`config.mk`:
```
export PLATFORM = sky130hd
export DESIGN_NAME = ipg_guard
export DESIGN_NICKNAME = d
export VERILOG_FILES = /design/src/rtl/ipg_guard.sv
export SDC_FILE = /design/constraint.sdc
export NUM_CORES = 1
export LEC_CHECK = 0
export BUFFER_PORTS_ARGS = -buffer_cell sky130_fd_sc_hd__buf_2
export CAP_MARGIN = 40
export CELL_PAD_IN_SITES_DETAIL_PLACEMENT = 1
export CELL_PAD_IN_SITES_GLOBAL_PLACEMENT = 2
export CORE_ASPECT_RATIO = 2
export CORE_MARGIN = 2
export CORE_UTILIZATION = 34
export CTS_BUF_LIST = sky130_fd_sc_hd__clkbuf_8
export CTS_CLUSTER_DIAMETER = 40
export DETAILED_ROUTE_END_ITERATION = 8
export PLACE_DENSITY_LB_ADDON = 0.15
export SYNTH_ARGS = -nofsm -noshare
export SYNTH_HDL_FRONTEND = slang
export SYNTH_SLANG_ARGS = --single-unit
```
`constraint.sdc`:
```
create_clock -name clk -period 4.35 [get_ports clk]
set_input_delay 0.2175 -clock clk [delete_from_list [all_inputs] [get_ports clk]]
set_output_delay 0.2175 -clock clk [all_outputs]
set_load 0.01 [all_outputs]
```
`src/rtl/ipg_guard.sv`:
```
module ipg_guard #(
  parameter int GW = 7
) (
  input  logic          clk,
  input  logic          rst_n,
  input  logic          bit_tick,
  input  logic          full_duplex,
  input  logic [GW-1:0] gap_b2b,
  input  logic [GW-1:0] gap_nb2b,
  input  logic [GW-1:0] gap_rx_min,
  input  logic          tx_req,
  input  logic          tx_active,
  output logic          tx_grant,
  input  logic          rx_active,
  output logic          rx_drop
);
  localparam logic [GW-1:0] SAT = '1;

  logic [GW-1:0] tx_cnt, rx_cnt, tx_gap;
  logic          tx_b2b, rx_prev, rx_start;

  always_ff @(posedge clk) begin
    if (!rst_n) begin
      tx_cnt <= SAT;
      tx_b2b <= 1'b0;
    end else if (tx_active) begin
      tx_cnt <= '0;
      tx_b2b <= tx_req;
    end else if (bit_tick && tx_cnt != SAT) begin
      tx_cnt <= tx_cnt + 1'b1;
    end
  end

  assign tx_gap   = (full_duplex || tx_b2b) ? gap_b2b : gap_nb2b;
  assign tx_grant = !tx_active && (tx_cnt >= tx_gap);

  assign rx_start = rx_active && !rx_prev;

  always_ff @(posedge clk) begin
    if (!rst_n) begin
      rx_cnt  <= SAT;
      rx_prev <= 1'b0;
      rx_drop <= 1'b0;
    end else begin
      rx_prev <= rx_active;
      rx_drop <= rx_start && (rx_cnt < gap_rx_min);
      if (rx_active)
        rx_cnt <= '0;
      else if (bit_tick && rx_cnt != SAT)
        rx_cnt <= rx_cnt + 1'b1;
    end
  end
endmodule

```
==> impl_summary.log, run 1 <==
INFO  metric timing.final.setup_violations = 0
INFO  metric leading_cell_type_in_the_layout_fill_and_taps_excluded = sky130_fd_sc_hd__buf_2
INFO  metric pwr_per_cell_area = 302 mW/mm2
INFO  metric grt_antenna_before_repair = 0
INFO  metric postSynthCellCount = 123
INFO  metric yosys-mux-area-fraction = a little under 10%
INFO  metric number_of_core_rows = 29
INFO  metric synth-xor-area-share = 4.65%
INFO  metric cp.arrival = 2440 ps
INFO  metric pin_count = 30
INFO  metric drt_pass1_iterations = 4
INFO  metric diodes = 0
INFO  metric slew-limit-headroom = 71.0%
INFO  metric drtIter0Drc = 12
INFO  metric place.detailed.hpwl = 2460 um
INFO  metric multi_input_area = 752 um2
INFO  metric design.final.nets = 198
INFO  metric share_of_cells_above_drive_strength_1 = 27.3%
INFO  metric seq_area_frac_synth = approximately 30%
INFO  metric worst_setup_path_start_kind = register
INFO  metric cellLeakagePower = between 0.6 and 0.7 nW
INFO  metric critPathCaptureType = primary output
INFO  metric crit_fanout = 7
INFO  metric synth.distinct_cells = 32
INFO  metric die_h = 85.5 um
INFO  metric design.core.area = 0.00316 mm2
INFO  metric cts_sink_cnt = 17
INFO  metric synth-main-ff-cell = sky130_fd_sc_hd__dfxtp_1
INFO  metric cts.repair_timing.setup_buffer_count = 0
INFO  metric leading_cell_types_in_the_layout_fill_and_taps_excluded = sky130_fd_sc_hd__buf_2 (29), sky130_fd_sc_hd__dfxtp_1 (17), sky130_fd_sc_hd__o21ai_0 (16), sky130_fd_sc_hd__ha_1 (15), sky130_fd_sc_hd__mux2i_1 (10)
INFO  metric layout_worst_path_cycle_share = 61.0%
INFO  metric route.vias.total = 1065
INFO  metric post-route-util = 42.8%
INFO  metric synthAdderAreaFrac = between 10% and 20%
INFO  metric status = finished, final reports clean
INFO  metric design_power_total = 0.408 mW
INFO  metric synth_nets = 166
INFO  metric global_route.usage.total = approximately 17%
INFO  metric setup_ws = 1700 ps
INFO  metric synth_compound_gate_area_share = between 20% and 30%
INFO  metric min-delay-path-class = in2reg
INFO  metric avgRoutedWirePerCell = between 15 and 20 um
INFO  metric post_cts.resized_instances = 0
INFO  metric tritoncts.num_buffers = 3
INFO  metric first_global_vias = roughly 1.1k
INFO  metric global_route.overflow_total = 0
INFO  metric die-width = ~45 um
INFO  metric number_of_synthesis_warnings = 0
INFO  metric number_of_i_o_port_buffers = 29
INFO  metric layout.area.seq = roughly 340 um2
INFO  metric cts.root.buffer_cell = sky130_fd_sc_hd__clkbuf_8
INFO  metric yosys.area_share.simple = between 10 and 15%
INFO  metric clk_pin_slew_worst_paths = roughly 60 ps
INFO  metric largest_family_of_logic_cells_by_synthesized_area = compound AO/OA/AOI/OAI gates
INFO  metric tritoncts = built
INFO  metric routed_via_density = 5.76
INFO  metric finalSetupTns = 0 ps
INFO  metric initial_utilization = 35.8%
INFO  metric layoutNonFillerInstCount = around 190
INFO  metric synthesis.area = 0.00113 mm2
INFO  metric final_antenna_violating_net_count = 0
INFO  metric number_of_h_tree_levels = 1
INFO  metric whs_path_depth = 3
INFO  metric synth.avg_cell_area = 9.19 um2
INFO  metric worstSetupPathType = reg2out
INFO  metric drv.max_cap_violation_count = 0
INFO  metric postRouteWirelength = 2860 um
INFO  metric cts_hold_repair.buffers = 0
INFO  metric placement.setup.worst_slack = just under 2000 ps
INFO  metric worst-slew-pin-transition = 435 ps
INFO  metric max_frequency = 377 MHz
INFO  metric async_reset_ff_share = 0%
INFO  metric r2r.worst_path.cells = 5
INFO  metric fp.dieArea = 0.00383 mm2
INFO  metric timing.clock.skew = 0.898 ps
INFO  metric worst_skew_pair.late_latency = 250 ps
INFO  metric place_congestion = approximately 0.79
INFO  metric wire_length_of_the_first_global_routing_pass = approximately 4900 um
INFO  metric placed_cells_incl_taps = 181
INFO  metric synth-edff-count = 0
INFO  metric syn2layout_area_growth = 19.6%
INFO  metric ys_seq_elements = 17
INFO  metric required_worst_endpoint = about 4100 ps
INFO  metric grt_start_max_net_pins = 17
INFO  metric max-vdd-ir-drop = about 120 uV
INFO  metric slew_viol_final = 0
INFO  metric final.min_clock_period = around 2700 ps
INFO  metric clock_tree.buffer_depth = 2
INFO  metric drt_drc_violations_left = 0
INFO  metric rsz0062_at_grt = false
INFO  metric hold_viol_final = 0
INFO  metric fillerInstances = 401
[cell families after synthesis]
kind of cell,after synthesis
buffers and inverters,10
and+or+nand+nor,28
muxes,11
adders and majority gates,15
xor gates and xnor gates,6
DFF,17
AOI/OAI and AO/OA,36
[worst paths after layout]
kind	startpoint	end	slack, ps
setup / recovery	tx_b2b$_SDFFE_PN0P_	tx_grant	1700
hold / removal	tx_req	tx_b2b$_SDFFE_PN0P_	230
hold reg to reg	rx_prev$_SDFF_PN0_	rx_drop$_SDFF_PN0_	530
setup reg to reg	tx_cnt[1]$_SDFFE_PN1P_	tx_cnt[1]$_SDFFE_PN1P_	2830
[registers in the layout, indices dropped and copies added (netlist names)]
signal,cells
rx_drop,1
tx_b2b,1
tx_cnt,7
rx_prev,1
rx_cnt,7
[power breakdown]
part           total, mW  switching [mW]  internal (mW)
registers          0.186          0.0168          0.169
logic              0.106          0.0540         0.0518
clock network      0.117          0.0538         0.0627
total              0.408           0.125          0.284
[cell usage after synthesis (3+ instances only)]
| cell | count | area, um2 |
|---|---|---|
| sky130_fd_sc_hd__o21ai_0 | 16 | 80.1 |
| sky130_fd_sc_hd__ha_1 | 15 | 188 |
| sky130_fd_sc_hd__nand2_1 | 8 | 30.0 |
| sky130_fd_sc_hd__inv_1 | 8 | 30.0 |
| sky130_fd_sc_hd__dfxtp_1 | 17 | 340 |
| sky130_fd_sc_hd__a21o_1 | 3 | 22.5 |
| sky130_fd_sc_hd__mux2i_1 | 10 | 100 |
| sky130_fd_sc_hd__o211ai_1 | 4 | 30.0 |
| sky130_fd_sc_hd__nor2_1 | 4 | 15.0 |
| sky130_fd_sc_hd__xor2_1 | 4 | 35.0 |
[final cells by class]
cell class	count	share of cell area, %
clock buffers	3	3.06
inverters	8	2.22
flip-flops and latches	17	25.2
clock inverters	1	0.278
multi-input cells	96	55.6
repair buffers	29	10.7
well taps	31	2.87
[critical path, stage by stage, from the launching register on]
cell                       delay [ps]
sky130_fd_sc_hd__dfxtp_1          320
sky130_fd_sc_hd__nor2_2           370
sky130_fd_sc_hd__mux2_2           390
sky130_fd_sc_hd__ha_1             260
sky130_fd_sc_hd__nand2b_1         140
sky130_fd_sc_hd__a211oi_1         310
sky130_fd_sc_hd__o21ai_0          140
sky130_fd_sc_hd__o211a_1          130
sky130_fd_sc_hd__buf_2            130
[per-stage QoR]
step	hold slack, ps	instance area, um2
after floorplan	294	1130
after global placement	483	1310
after detailed placement	496	1310
after CTS	234	1350
after global routing	261	1350
final	230	1350
[per-layer routing]
metal | wire (um) | track usage (%) | up-vias
li1 | - | - | 514
met1 | 868 | 15.0 | 517
met2 | 1780 | 34.0 | 27
met3 | 113 | 1.26 | 7
met4 | 96 | 11.6 | 0
met5 | 0 | 0 | -
Power figures use the tool's default switching activity.
==> run 2: changes to the inputs <==
--- a/config.mk
+++ b/config.mk
@@ -11,7 +11,7 @@
 export CELL_PAD_IN_SITES_GLOBAL_PLACEMENT = 2
 export CORE_ASPECT_RATIO = 2
 export CORE_MARGIN = 2
-export CORE_UTILIZATION = 34
+export CORE_UTILIZATION = 29
 export CTS_BUF_LIST = sky130_fd_sc_hd__clkbuf_8
 export CTS_CLUSTER_DIAMETER = 40
 export DETAILED_ROUTE_END_ITERATION = 8
==> constraint.sdc (replaced) <==
create_clock -name clk -period 2.4 [get_ports clk]
set_input_delay 0.12 -clock clk [delete_from_list [all_inputs] [get_ports clk]]
set_output_delay 0.12 -clock clk [all_outputs]
set_load 0.01 [all_outputs]
==> impl_summary.log, run 2 (synthesis results as in run 1) <==
INFO  metric crit-reg2reg-capture = rx_cnt[1]$_SDFFE_PN1P_
INFO  metric syn2layout_area_growth = 23.3%
INFO  metric multi_input_area = 757 um2
INFO  metric cts.root.buffer_cell = sky130_fd_sc_hd__clkbuf_8
INFO  metric largest_registers = rx_cnt (7), tx_cnt (7)
INFO  metric max-vdd-ir-drop = 276 uV
INFO  metric postRouteWirelength = 2900 um
INFO  metric pwr_per_cell_area = 533 mW/mm2
INFO  metric layout.area.seq = approximately 340 um2
INFO  metric cp.arrival = between 2000 and 2500 ps
INFO  metric final.min_clock_period = 2200 ps
INFO  metric design.core.area = 0.00380 mm2
INFO  metric die-width = around 48 um
INFO  metric worstSetupPathType = reg2out
INFO  metric total_switching_power = 0.224 mW
INFO  metric drt_drc_violations_left = 0
INFO  metric die_h = 92.3 um
INFO  metric whs_path_depth = 3
INFO  metric global_route.overflow_total = 0
INFO  metric hp_start = tx_req
INFO  metric wire_length_of_the_first_global_routing_pass = 4730 um
INFO  metric power.clock.fraction = 27.8%
INFO  metric final_antenna_violating_net_count = 0
INFO  metric reg2reg_setup_slack = 820 ps
INFO  metric leading_cell_type_in_the_layout_fill_and_taps_excluded = sky130_fd_sc_hd__buf_2
INFO  metric fillerInstances = 459
INFO  metric worst_hold_path.endpoint = tx_b2b$_SDFFE_PN0P_
INFO  metric min-delay-path-class = in2reg
INFO  metric worst-slew-pin-transition = approximately 280 ps
INFO  metric route.vias.total = ~1.1k
INFO  metric cts_hold_repair.buffers = 0
INFO  metric timing.final.setup_violations = 0
INFO  metric cts_sink_cnt = 17
INFO  metric required_worst_endpoint = around 2300 ps
INFO  metric number_of_i_o_port_buffers = 29
INFO  metric worst_skew_pair.late_latency = 250 ps
INFO  metric first_global_vias = ~1.1k
INFO  metric p_int = 0.518 mW
INFO  metric initial_utilization = between 20% and 30%
INFO  metric drt_pass1_iterations = 4
INFO  metric number_of_h_tree_levels = 1
INFO  metric cellLeakagePower = 0.664 nW
INFO  metric share_comb_of_total_power = 26.8%
INFO  metric number_of_core_rows = 32
INFO  metric grt_antenna_before_repair = 0
INFO  metric tritoncts.num_buffers = 3
INFO  metric finalSetupTns = 0 ps
INFO  metric avgRoutedWirePerCell = between 10 and 15 um
INFO  metric share_of_cells_above_drive_strength_1 = 28.4%
INFO  metric post_cts.resized_instances = 0
INFO  metric clock_tree.buffer_depth = 2
INFO  metric diodes = 0
INFO  metric timing.rr.start = rx_cnt[0]$_SDFFE_PN1P_
INFO  metric status = finished, final reports clean
INFO  metric design.final.nets = slightly below 200
INFO  metric place_congestion = 0.794
INFO  metric global_route.usage.total = 15.0%
INFO  metric cts.repair_timing.setup_buffer_count = 0
INFO  metric routed_via_density = 5.14
INFO  metric seq_power_share = a little under half
INFO  metric slew_viol_final = 0
INFO  metric r2r.worst_path.cells = 5
INFO  metric drtIter0Drc = 7
INFO  metric power_switching_share = a little under a third
INFO  metric layout_worst_path_cycle_share = 91.6%
INFO  metric max_frequency = 455 MHz
INFO  metric grt_start_max_net_pins = 17
INFO  metric crit_fanout = 6
INFO  metric critPathCaptureType = primary output
INFO  metric slew-limit-headroom = 81.0%
INFO  metric timing.clock.skew = 1.42 ps
INFO  metric pin_count = 30
INFO  metric hold_viol_final = 0
INFO  metric worst_setup_path_start_kind = register
INFO  metric rsz0062_at_grt = false
INFO  metric place.detailed.hpwl = 2470 um
INFO  metric clk_pin_slew_worst_paths = 60 ps
INFO  metric tritoncts = built
INFO  metric leading_cell_types_in_the_layout_fill_and_taps_excluded = sky130_fd_sc_hd__buf_2 (29), sky130_fd_sc_hd__dfxtp_1 (17), sky130_fd_sc_hd__o21ai_0 (15), sky130_fd_sc_hd__ha_1 (15), sky130_fd_sc_hd__mux2i_1 (10)
INFO  metric timing.hold.ws = 130 ps
INFO  metric fp.dieArea = 0.00444 mm2
INFO  metric drv.max_cap_violation_count = 0
## run 2: cell count changes in the layout (fill, tap and decap cells not counted)
cell	previous run	this run
sky130_fd_sc_hd__a211oi_2	0	1
sky130_fd_sc_hd__o21ai_1	0	1
sky130_fd_sc_hd__a211oi_1	2	1
sky130_fd_sc_hd__o21ai_0	16	15
sky130_fd_sc_hd__buf_6	0	1
## run 2: area by class of cell
cell class	count	area share, %
multi-input cells	96	54.4
flip-flops and latches	17	24.4
repair buffers	30	11.2
well taps	51	4.58
clock buffers	3	2.96
inverters	8	2.16
clock inverters	1	0.270
## run 2: metal layers
metal  up-vias  track usage (%)  wire, um
li1        517                -         -
met1       494             12.3       904
met2        36             28.4      1710
met3        12             1.97       134
met4         0             9.91       153
met5         -                0         0
## run 2: power groups by stage
stage | registers (mW) | clock network [mW] | logic (mW)
2_1_floorplan | 0.335 | 0 | 0.132
3_3_place_gp | 0.343 | 0 | 0.190
3_5_place_dp | 0.343 | 0 | 0.199
4_1_cts | 0.337 | 0.216 | 0.200
5_1_grt | 0.342 | 0.224 | 0.231
6_report | 0.337 | 0.206 | 0.199
## run 2: worst max-delay path: stages (launching register included)
cell and delay (ps):
sky130_fd_sc_hd__dfxtp_1 320, sky130_fd_sc_hd__nor2_2 120, sky130_fd_sc_hd__buf_6 150, sky130_fd_sc_hd__mux2i_1 190, sky130_fd_sc_hd__ha_1 260, sky130_fd_sc_hd__a21o_1 190
sky130_fd_sc_hd__a211oi_1 220, sky130_fd_sc_hd__o21ai_1 110, sky130_fd_sc_hd__o211a_1 130, sky130_fd_sc_hd__buf_2 130
## run 2: per-stage QoR
| stage | total power [mW] | util, % | instance area [um2] | setup slack [ps] | instances |
|---|---|---|---|---|---|
| after floorplan | 0.467 | - | 1130 | 451 | 123 |
| after global placement | 0.533 | 35.2 | 1340 | 381 | 202 |
| after detailed placement | 0.542 | 35.2 | 1340 | 360 | 202 |
| after CTS | 0.753 | 36.4 | 1380 | 70.4 | 206 |
| after global routing | 0.797 | 36.6 | 1390 | 22.2 | 206 |
| final | 0.742 | 36.6 | 1390 | 201 | 206 |
## run 2: worst max-delay path by stage
stage          slack [ps]        to  depth (start not counted)           startpoint
2_1_floorplan         450  tx_grant                          7  tx_b2b$_SDFFE_PN0P_
3_3_place_gp          380  tx_grant                          8  tx_b2b$_SDFFE_PN0P_
3_5_place_dp          360  tx_grant                          8  tx_b2b$_SDFFE_PN0P_
4_1_cts                70  tx_grant                          8  tx_b2b$_SDFFE_PN0P_
5_1_grt                20  tx_grant                          9  tx_b2b$_SDFFE_PN0P_
6_report              200  tx_grant                          9  tx_b2b$_SDFFE_PN0P_
==> run 3: changes to the inputs <==
--- a/config.mk
+++ b/config.mk
@@ -16,6 +16,7 @@
 export CTS_CLUSTER_DIAMETER = 40
 export DETAILED_ROUTE_END_ITERATION = 8
 export PLACE_DENSITY_LB_ADDON = 0.15
+export SETUP_SLACK_MARGIN = 0.3
 export SYNTH_ARGS = -nofsm -noshare
 export SYNTH_HDL_FRONTEND = slang
 export SYNTH_SLANG_ARGS = --single-unit
==> impl_summary.log, run 3 (synthesis results as in run 1) <==
INFO  metric status = finished, final reports clean
INFO  metric die_h = 92.3 um
INFO  metric crit_fanout = 2
INFO  metric leading_cell_types_in_the_layout_fill_and_taps_excluded = sky130_fd_sc_hd__buf_2 (29), sky130_fd_sc_hd__dfxtp_1 (16), sky130_fd_sc_hd__o21ai_0 (15), sky130_fd_sc_hd__ha_1 (15), sky130_fd_sc_hd__mux2i_1 (10)
INFO  metric largest_registers = rx_cnt (7), tx_cnt (7)
INFO  metric layout_worst_path_cycle_share = 87.4%
INFO  metric fp.dieArea = 0.00444 mm2
INFO  metric drt_drc_violations_left = 0
INFO  metric initial_utilization = 29.7%
INFO  metric drv.max_cap_violation_count = 0
INFO  metric routed_via_density = 5.12
INFO  metric design.final.nets = 202
INFO  metric first_global_vias = 1147
INFO  metric leading_cell_type_in_the_layout_fill_and_taps_excluded = sky130_fd_sc_hd__buf_2
INFO  metric clock_tree.buffer_depth = 2
INFO  metric number_of_core_rows = 32
INFO  metric worstSetupPathType = reg2out
INFO  metric tritoncts.num_buffers = 3
INFO  metric cts_hold_repair.buffers = 0
INFO  metric timing.hold.ws = 135 ps
INFO  metric final_antenna_violating_net_count = 0
INFO  metric cp.arrival = about 2000 ps
INFO  metric drtIter0Drc = 8
INFO  metric wire_length_of_the_first_global_routing_pass = approximately 4900 um
INFO  metric die-width = 48.1 um
INFO  metric pin_count = 30
INFO  metric hold_viol_final = 0
INFO  metric max-vdd-ir-drop = 290 uV
INFO  metric rsz0062_at_grt = true
INFO  metric worst_setup_path_start_kind = register
INFO  metric cts.root.buffer_cell = sky130_fd_sc_hd__clkbuf_8
INFO  metric critPathCaptureType = primary output
INFO  metric global_route.overflow_total = 0
INFO  metric number_of_h_tree_levels = 1
INFO  metric timing.final.setup_violations = 0
INFO  metric syn2layout_area_growth = 27.6%
INFO  metric global_route.usage.total = 15.4%
INFO  metric grt_antenna_before_repair = 0
INFO  metric drt_pass1_iterations = 4
INFO  metric final.min_clock_period = around 2100 ps
INFO  metric share_of_cells_above_drive_strength_1 = 31.6%
INFO  metric max_frequency = 477 MHz
INFO  metric tritoncts = built
INFO  metric pwr_per_cell_area = 528 mW/mm2
INFO  metric place_congestion = 0.794
INFO  metric required_worst_endpoint = roughly 2300 ps
INFO  metric slew_viol_final = 0
INFO  metric diodes = 0
INFO  metric grt_start_max_net_pins = 17
INFO  metric route.vias.total = 1070
INFO  metric avgRoutedWirePerCell = 14.3 um
INFO  metric finalSetupTns = 0 ps
INFO  metric stdcell_area = 0.00144 mm2
INFO  metric cts_sink_cnt = 17
INFO  metric number_of_i_o_port_buffers = 29
INFO  metric postPlaceCellArea = 0.00134 mm2
INFO  metric design.core.area = 0.00380 mm2
INFO  metric worst_skew_pair.late_latency = 250 ps
INFO  metric worst-slew-pin-transition = 281 ps
INFO  metric timing.clock.skew = between 2 and 3 ps
INFO  metric min-delay-path-class = in2reg
INFO  metric postRouteWirelength = 2980 um
INFO  metric place.detailed.hpwl = 2470 um
INFO  metric slew-limit-headroom = 81.0%
INFO  metric cellLeakagePower = 0.692 nW
INFO  metric clk_pin_slew_worst_paths = about 60 ps
[run 3: final timing paths]
check,from,endpoint,slack (ps),depth (start not counted)
min reg2reg,rx_prev$_SDFF_PN0_,rx_drop$_SDFF_PN0_,510,3
max,tx_b2b$_SDFFE_PN0P_,tx_grant,300,8
max reg2reg,rx_cnt[0]$_SDFFE_PN1P_,rx_cnt[1]$_SDFFE_PN1P_,820,5
min,tx_req,tx_b2b$_SDFFE_PN0P_,130,3
[run 3: cell type report]
type	instances	area, um2
repair buffers	33	183
clock inverters	1	3.75
fillers	457	2360
inverters	8	30.0
flip-flops and latches	17	342
multi-input cells	96	778
well taps	51	63.8
clock buffers	3	41.3
[run 3: where the power goes]
group          leakage (nW)  switching [mW]  internal, mW
Sequential            0.143          0.0303         0.307
Clock                0.0269          0.0923         0.113
Combinational         0.522           0.108         0.110
[run 3: per-stage QoR]
| step | utilization, % | setup WS [ps] | total power, mW | instances |
|---|---|---|---|---|
| CTS | 37.9 | 294 | 0.776 | 209 |
| finish | 37.9 | 302 | 0.761 | 209 |
| global route | 37.9 | 210 | 0.815 | 209 |
| detailed placement | 35.2 | 360 | 0.542 | 202 |
| floorplan | - | 451 | 0.467 | 123 |
| global placement | 35.2 | 381 | 0.533 | 202 |
[run 3: what timing repair did]
action,4_1_cts,5_1_grt
pin swaps,8,1
buffers inserted,3,0
resized for setup,9,0
setup endpoints to repair,1,1
[run 3: critical path, cell delays in order (launching register included)]
cell	delay, ps
sky130_fd_sc_hd__dfxtp_2	340
sky130_fd_sc_hd__nor2_4	100
sky130_fd_sc_hd__mux2_4	310
sky130_fd_sc_hd__ha_1	270
sky130_fd_sc_hd__nand2b_4	140
sky130_fd_sc_hd__a211oi_2	240
sky130_fd_sc_hd__o21ai_1	100
sky130_fd_sc_hd__o211a_1	110
sky130_fd_sc_hd__buf_2	130
[run 3: metal layers]
layer	wire, um	track usage, %	part of all wire (%)	vias up
li1	-	-	-	524
met1	911	12.8	31	498
met2	1780	29.3	60	36
met3	138	1.97	4.6	12
met4	153	9.91	5.1	0
met5	0	0	0	-
